==> config.mk <==
export PLATFORM = sky130hd
export DESIGN_NAME = trig_gate_unit
export DESIGN_NICKNAME = d
export VERILOG_FILES = /design/src/rtl/trgate_pkg.sv /design/src/rtl/trg_sync.sv /design/src/rtl/trg_edge.sv /design/src/rtl/trg_hold.sv /design/src/rtl/trig_gate_unit.sv
export SDC_FILE = /design/constraint.sdc
export NUM_CORES = 1
export LEC_CHECK = 0
export CAP_MARGIN = 20
export CORE_MARGIN = 10
export CORE_UTILIZATION = 35
export CTS_BUF_LIST = sky130_fd_sc_hd__clkbuf_8
export DETAILED_ROUTE_END_ITERATION = 10
export PLACE_DENSITY_LB_ADDON = 0.08
export SYNTH_ARGS = -nofsm -noshare
export SYNTH_HDL_FRONTEND = slang
export SYNTH_HIERARCHICAL = 1
export SYNTH_SLANG_ARGS = --single-unit
export TNS_END_PERCENT = 1
==> constraint.sdc <==
create_clock -name clk -period 6 [get_ports clk]
set_clock_uncertainty 0.2 [all_clocks]
set_input_delay 0.6 -clock clk [delete_from_list [all_inputs] [get_ports clk]]
set_output_delay 0.6 -clock clk [all_outputs]
set_load 0.02 [all_outputs]
==> src/rtl/trgate_pkg.sv <==
package trgate_pkg;

  typedef enum logic [1:0] {
    POL_OFF     = 2'd0,
    POL_RISE    = 2'd1,
    POL_FALL    = 2'd2,
    POL_OFF_ALT = 2'd3
  } pol_e;

  typedef enum logic [1:0] {
    GM_BLOCK  = 2'd0,
    GM_REPEAT = 2'd1,
    GM_LINK   = 2'd2,
    GM_BURST  = 2'd3
  } gmode_e;

  localparam int UNIT_N    = 5;
  localparam int U_BLOCK   = 0;
  localparam int U_REPEAT  = 1;
  localparam int U_LINK    = 2;
  localparam int U_RDBURST = 3;
  localparam int U_PBURST  = 4;

  // Edge qualification for the chosen polarity.
  function automatic logic edge_seen(input logic [1:0] pol, input logic cur, input logic prv);
    logic r;
    case (pol)
      POL_RISE: r = cur & ~prv;
      POL_FALL: r = ~cur & prv;
      default:  r = 1'b0;
    endcase
    return r;
  endfunction

  // One-hot mask of the unit kind that must spend a hit.
  function automatic logic [UNIT_N-1:0] gate_select(input logic [1:0] mode, input logic sw,
                                                     input logic rpt_ok);
    logic [UNIT_N-1:0] m;
    m = '0;
    case (mode)
      GM_BLOCK:  m[U_BLOCK] = 1'b1;
      GM_REPEAT: if (rpt_ok) m[U_REPEAT] = 1'b1; else m[U_BLOCK] = 1'b1;
      GM_LINK:   m[U_LINK] = 1'b1;
      default:   if (sw) m[U_RDBURST] = 1'b1; else m[U_PBURST] = 1'b1;
    endcase
    return m;
  endfunction

endpackage

==> src/rtl/trg_sync.sv <==
module trg_sync #(
  parameter int N_TRIG      = 8,
  parameter int SYNC_STAGES = 2
) (
  input  logic              clk,
  input  logic              rst_n,
  input  logic [N_TRIG-1:0] async_in,
  output logic [N_TRIG-1:0] sync_out
);

  for (genvar i = 0; i < N_TRIG; i++) begin : g_line
    logic [SYNC_STAGES-1:0] chain;

    always_ff @(posedge clk or negedge rst_n) begin
      if (!rst_n) begin
        chain <= '0;
      end else begin
        chain[0] <= async_in[i];
        for (int k = 1; k < SYNC_STAGES; k++) begin
          chain[k] <= chain[k-1];
        end
      end
    end

    assign sync_out[i] = chain[SYNC_STAGES-1];
  end

endmodule

==> src/rtl/trg_edge.sv <==
module trg_edge
  import trgate_pkg::*;
#(
  parameter int N_TRIG = 8,
  parameter int SEL_W  = 3
) (
  input  logic              clk,
  input  logic              rst_n,
  input  logic [N_TRIG-1:0] lvl_vec,
  input  logic [SEL_W-1:0]  sel,
  input  logic [1:0]        pol,
  output logic              lvl_sel,
  output logic              hit
);

  localparam int PAD_N = 1 << SEL_W;

  logic [PAD_N-1:0] lvl_pad;
  logic             lvl_prev;

  if (PAD_N > N_TRIG) begin : g_pad
    assign lvl_pad = {{(PAD_N-N_TRIG){1'b0}}, lvl_vec};
  end else begin : g_nopad
    assign lvl_pad = lvl_vec;
  end

  assign lvl_sel = lvl_pad[sel];

  always_ff @(posedge clk or negedge rst_n) begin
    if (!rst_n) lvl_prev <= 1'b0;
    else        lvl_prev <= lvl_sel;
  end

  assign hit = edge_seen(pol, lvl_sel, lvl_prev);

  AST_MASK_QUIET: assert property (@(posedge clk) disable iff (!rst_n)
    (pol == POL_OFF || pol == POL_OFF_ALT) |-> !hit);
  AST_RISE_NEEDS_HIGH: assert property (@(posedge clk) disable iff (!rst_n)
    (hit && pol == POL_RISE) |=> $past(lvl_sel));
  AST_FALL_NEEDS_LOW: assert property (@(posedge clk) disable iff (!rst_n)
    (hit && pol == POL_FALL) |=> !$past(lvl_sel));

endmodule

==> src/rtl/trg_hold.sv <==
module trg_hold #(
  parameter int CNT_W = 4
) (
  input  logic             clk,
  input  logic             rst_n,
  input  logic             hit,
  input  logic             consume,
  output logic             pending,
  output logic             ovr_pulse,
  output logic [CNT_W-1:0] ovr_cnt
);

  localparam logic [CNT_W-1:0] CNT_MAX = '1;

  function automatic logic [CNT_W-1:0] sat_inc(input logic [CNT_W-1:0] v);
    return (v == CNT_MAX) ? v : v + 1'b1;
  endfunction

  logic pending_d;

  assign ovr_pulse = hit & pending & ~consume;
  assign pending_d = hit | (pending & ~consume);

  always_ff @(posedge clk or negedge rst_n) begin
    if (!rst_n) begin
      pending <= 1'b0;
      ovr_cnt <= '0;
    end else begin
      pending <= pending_d;
      if (ovr_pulse) ovr_cnt <= sat_inc(ovr_cnt);
    end
  end

  AST_HIT_HOLDS: assert property (@(posedge clk) disable iff (!rst_n)
    hit |=> pending);
  AST_CONSUME_CLEARS: assert property (@(posedge clk) disable iff (!rst_n)
    (consume && !hit) |=> !pending);
  AST_CONSUME_NEEDS_HIT: assert property (@(posedge clk) disable iff (!rst_n)
    consume |-> pending);
  AST_CNT_STEP: assert property (@(posedge clk) disable iff (!rst_n)
    (ovr_pulse && ovr_cnt != CNT_MAX) |=> ovr_cnt == $past(ovr_cnt) + 1'b1);
  AST_CNT_STILL: assert property (@(posedge clk) disable iff (!rst_n)
    !ovr_pulse |=> $stable(ovr_cnt));
  AST_OVR_KEEPS_ONE: assert property (@(posedge clk) disable iff (!rst_n)
    ovr_pulse |=> pending);

endmodule

==> src/rtl/trig_gate_unit.sv <==
module trig_gate_unit
  import trgate_pkg::*;
#(
  parameter int N_TRIG      = 8,
  parameter int SYNC_STAGES = 2,
  parameter bit RPT_CAPABLE = 1'b1,
  parameter int CNT_W       = 4,
  localparam int SEL_W      = (N_TRIG > 1) ? $clog2(N_TRIG) : 1
) (
  input  logic              clk,
  input  logic              rst_n,
  input  logic [N_TRIG-1:0] trig_in,
  input  logic [SEL_W-1:0]  trig_sel,
  input  logic [1:0]        trig_pol,
  input  logic [1:0]        gate_mode,
  input  logic              sw_req,
  input  logic [4:0]        unit_req,
  output logic [4:0]        unit_permit,
  output logic              hit_pending,
  output logic              overrun,
  output logic [CNT_W-1:0]  overrun_count
);

  logic [N_TRIG-1:0] trig_sync;
  logic              lvl_sel;
  logic              hit;
  logic              consume;
  logic [UNIT_N-1:0] gate_mask;
  logic              gated_req;

  trg_sync #(.N_TRIG(N_TRIG), .SYNC_STAGES(SYNC_STAGES)) u_sync (
    .clk(clk), .rst_n(rst_n), .async_in(trig_in), .sync_out(trig_sync)
  );

  trg_edge #(.N_TRIG(N_TRIG), .SEL_W(SEL_W)) u_edge (
    .clk(clk), .rst_n(rst_n), .lvl_vec(trig_sync), .sel(trig_sel),
    .pol(trig_pol), .lvl_sel(lvl_sel), .hit(hit)
  );

  assign gate_mask = gate_select(gate_mode, sw_req, RPT_CAPABLE);
  assign gated_req = |(unit_req & gate_mask);
  assign consume   = gated_req & hit_pending;

  trg_hold #(.CNT_W(CNT_W)) u_hold (
    .clk(clk), .rst_n(rst_n), .hit(hit), .consume(consume),
    .pending(hit_pending), .ovr_pulse(overrun), .ovr_cnt(overrun_count)
  );

  always_comb begin
    unit_permit = unit_req & ~gate_mask;
    if (hit_pending) unit_permit = unit_permit | (unit_req & gate_mask);
  end

  AST_ONE_GATE: assert property (@(posedge clk) disable iff (!rst_n)
    $countones(gate_mask) == 1);
  AST_PERMIT_SUBSET: assert property (@(posedge clk) disable iff (!rst_n)
    (unit_permit & ~unit_req) == '0);
  AST_GATED_NEEDS_PEND: assert property (@(posedge clk) disable iff (!rst_n)
    (|(unit_permit & gate_mask)) |-> hit_pending);
  AST_RPT_FALLBACK: assert property (@(posedge clk) disable iff (!rst_n)
    (!RPT_CAPABLE && gate_mode == GM_REPEAT) |-> gate_mask[U_BLOCK]);
  AST_LINK_GATE: assert property (@(posedge clk) disable iff (!rst_n)
    (gate_mode == GM_LINK) |-> (unit_permit[U_BLOCK] == unit_req[U_BLOCK]));
  AST_BURST_SIDE: assert property (@(posedge clk) disable iff (!rst_n)
    (gate_mode == GM_BURST && sw_req) |-> (unit_permit[U_PBURST] == unit_req[U_PBURST]));

endmodule

==> impl_summary.txt <==
----------------------------------------------------
[Yosys]
  Xor and xnor fraction of the mapped netlist area ... 0.9186%
  Seq cells post-synth ... 22
  Count of synthesis-stage warnings from yosys ... 6
  Number of standard cells after synthesis ... 72
  Main synth FF type ... sky130_fd_sc_hd__dfrtp_1
  Top cells by count, synth ... sky130_fd_sc_hd__dfrtp_1, sky130_fd_sc_hd__buf_4, sky130_fd_sc_hd__inv_1, sky130_fd_sc_hd__mux2i_1, sky130_fd_sc_hd__ha_1
  Most frequently used cell type in the post-synthesis netlist ... sky130_fd_sc_hd__dfrtp_1
  Arithmetic-cell share of the synthesized area counting full adders, half adders and majority gates ... 3.937%
  Proportion of netlist area held by the largest area contributor ... 57.74%
  Leading area contributor after synthesis ... sky130_fd_sc_hd__dfrtp_1
  Share of cell area taken by muxes after synthesis ... 13.52%
  Sequential area share after synthesis ... 57.74%
  Cell area after technology mapping ... 953.4 sq um
  Synth cell types ... 25
  Post-synthesis simple-gate area fraction ... 6.693%
  Compound-cell area share of the yosys netlist ... 6.824%
  Post-Synthesis Mean Instance Area ... 13.24 sq um
  Largest cells by area after synthesis ... sky130_fd_sc_hd__dfrtp_1, sky130_fd_sc_hd__buf_4, sky130_fd_sc_hd__mux2i_1
  Number of enable flip-flop cells after synthesis ... 0
  Total nets after synthesis ... 98
  Async SR Flop Fraction ... 100.0%
  Main combinational cell family by area after synthesis ... multiplexers

[Clock tree]
  CTS resizes ... 0
  Number of clock sinks ... 22
  Max Root-Sink Buffers ... 2
  Cts hold-fix bufs ... 0
  CTS tree ... built
  Level count of the clock H-tree ... 1
  Clock latency reported for the late side of the worst-skew pair ... 0.25 ns
  Post-CTS clock slew at the launch and capture registers of the worst setup and hold paths ... 0.07 ns
  # Post-CTS Setup Buffers ... 0
  Inserted Clock Buffers ... 3
  Clock Root Buffer ... sky130_fd_sc_hd__clkbuf_8

[Routing]
  Via density ... 4.550
  DRC ... 0
  Aggregate routed wire length ... 1774 um
  Vias after detailed routing ... 587
  Drt initial violations ... 14
  Post-detailed-route count of antenna-violating nets ... 0
  Detailed-router iteration count before antenna repair ... 4
  WL per Instance ... 13.75 um

[STA]
  Post-route worst setup slack ... 2.204 ns
  Number of pins exceeding their max-slew limit in the final report ... 0
  Headroom to the max-slew limit ... 39.25%
  Final hold viol count ... 0
  Crit share post-route ... 63.27%
  Transition time at the pin with the least slew margin ... 0.9083 ns
  Time the worst path needs with I/O delays and setup ... 3.796 ns
  Accumulated negative setup slack ... 0 ns
  Final setup fails ... 0
  Unrepaired setup endpoints after global routing ... no
  F_max ... 263.4 MHz

[Pwr]
  Total power density per cell area ... 309.4 mW/mm^2
  Maximum vdd drop ... 0.2672 mV
  P_leak ... 0.5904 nW

[GRT]
  Pin count of the biggest net entering global routing ... 23
  Global-route wire length before repair ... 2925 um
  Aggregate global routing overflow ... 0
  Global-route usage over all layers ... 6.835%
  Initial antenna violation count ... 0
  Vias in the first global route ... 665

[Floorplan]
  Die Y-Extent ... 72.19 um
  Area of the die ... 0.005211 sq mm
  Die X ... 72.19 um
  Number of ports placed on the die boundary ... 34
  Area inside the core boundary ... 0.002545 sq mm
  Number of standard-cell rows in the floorplan ... 18
  Starting Density ... 37.46%

[Setup path]
  Category of the worst setup path launch point ... input pin
  Endpoint class of the critical path ... primary output
  Required time worst endpoint ... 5.20 ns
  Top fanout value on the critical path ... 5
  Start-to-end type of the worst setup path ... in2out
  Arrival time worst endpoint ... 3.00 ns

[Place]
  Placed cell areas ... 0.001249 sq mm
  Final weighted congestion in routability-driven placement ... 0.7173
  Buffers on Ports ... 33
  Detailed placer's ending HPWL ... 1463 um
  Setup slack after placement ... 2.193 ns

[Run]
  Max-cap violations ... 0

[Layout]
  Final-stage net count ... 126
  Diodes inserted ... 0
  P&R area growth vs syn ... 38.45%
  Ratio of cells with drive above 1 in the final layout ... 9.091%
  Fin area ... 0.001320 sq mm

[Worst hold path]
  Kind of path behind the tightest hold check ... reg2reg

[Status]
  Run status ... completed

----------------------------------------------------
-- report_power, final --
part / switching [mW] / internal, mW / leakage, nW
combinational: 0.0419 / 0.0542 / 0.290
sequential: 0.0153 / 0.164 / 0.264
clock: 0.0438 / 0.0889 / 0.0357
-- critical path, cell delays in order --
cell	delay, ns
sky130_fd_sc_hd__clkdlybuf4s50_1	0.51
sky130_fd_sc_hd__mux2_1	0.32
sky130_fd_sc_hd__mux4_2	0.45
sky130_fd_sc_hd__and2_1	0.18
sky130_fd_sc_hd__and3b_1	0.30
sky130_fd_sc_hd__clkdlybuf4s50_1	0.64
-- metal layers --
| layer | routed length [um] | track usage [%] | part of all wire [%] | vias to the layer above |
|---|---|---|---|---|
| met1 | 722 | 6.844 | 41 | 282 |
| met2 | 959 | 12.93 | 54 | 14 |
| met5 | 0 | 0 | 0 | - |
| met4 | 7 | 0.6452 | 0.39 | 0 |
| met3 | 84 | 3.129 | 4.7 | 2 |
| li1 | - | - | - | 289 |
-- per-stage QoR --
stage | util (%) | instances | power, mW | hold slack, ns
floorplan | - | 72 | 0.2297 | 0.1044
global placement | 49.07 | 125 | 0.2786 | 0.1339
detailed placement | 49.07 | 125 | 0.2802 | 0.1347
CTS | 51.87 | 129 | 0.4143 | 0.1524
global route | 51.87 | 129 | 0.4297 | 0.1606
finish | 51.87 | 129 | 0.4084 | 0.1499
-- sequential cells by signal, summed over array words and instances, names as in the netlist --
signal and cells:
u_hold/pending 1, u_hold/ovr_cnt 4, u_edge/lvl_prev 1, u_sync/g_line.chain 16
-- cell usage in the layout (no fill, tap or decap), drive strengths merged --
cell and n:
a21boi 2, a21o 1, a21oi 2, and2 1
and3b 1, bufinv 1, clkbuf 3, clkdlybuf4s50 33
dfrtp 22, ha 3, inv 7, mux2 3
mux2i 5, mux4 2, nand2 2, nand2b 1
nand3 1, nand3b 1, nand4 1, nor2 2
o31a 1, o41a 2, or3b 1, xnor2 1
-- final timing paths --
check | slack [ns] | cells past startpoint | from | endpoint
worst min register to register | 0.15 | 0 | u_sync/g_line[2].chain[0] | u_sync/g_line[2].chain[1]
worst max register to register | 3.84 | 6 | u_sync/g_line[7].chain[1] | u_hold/ovr_cnt[3]
worst min-delay path | 0.15 | 0 | u_sync/g_line[2].chain[0] | u_sync/g_line[2].chain[1]
min in group asynchronous | 0.65 | 1 | rst_n | u_hold/ovr_cnt[1]
max in group asynchronous | 4.39 | 1 | rst_n | u_sync/g_line[2].chain[0]
worst max-delay path | 2.20 | 6 | sw_req | overrun
-- kinds of logic after synthesis --
kind of cell	count (synthesis)
DFF	22
muxes	10
xor gates and xnor gates	1
AOI/OAI and AO/OA	8
buffers and inverters	17
and+or+nand+nor	11
adders and majority gates	3
-- layout make-up --
| cell class | instances | area, sq um |
|---|---|---|
| inverter | 7 | 26.28 |
| fill | 237 | 1225 |
| clock buffer | 3 | 41.29 |
| tap | 30 | 37.54 |
| multi-input combinational | 33 | 304.0 |
| sequential | 22 | 550.5 |
| timing repair buffer | 33 | 330.3 |
| clock inverter | 1 | 30.03 |
(Power assumes the default switching activity.)
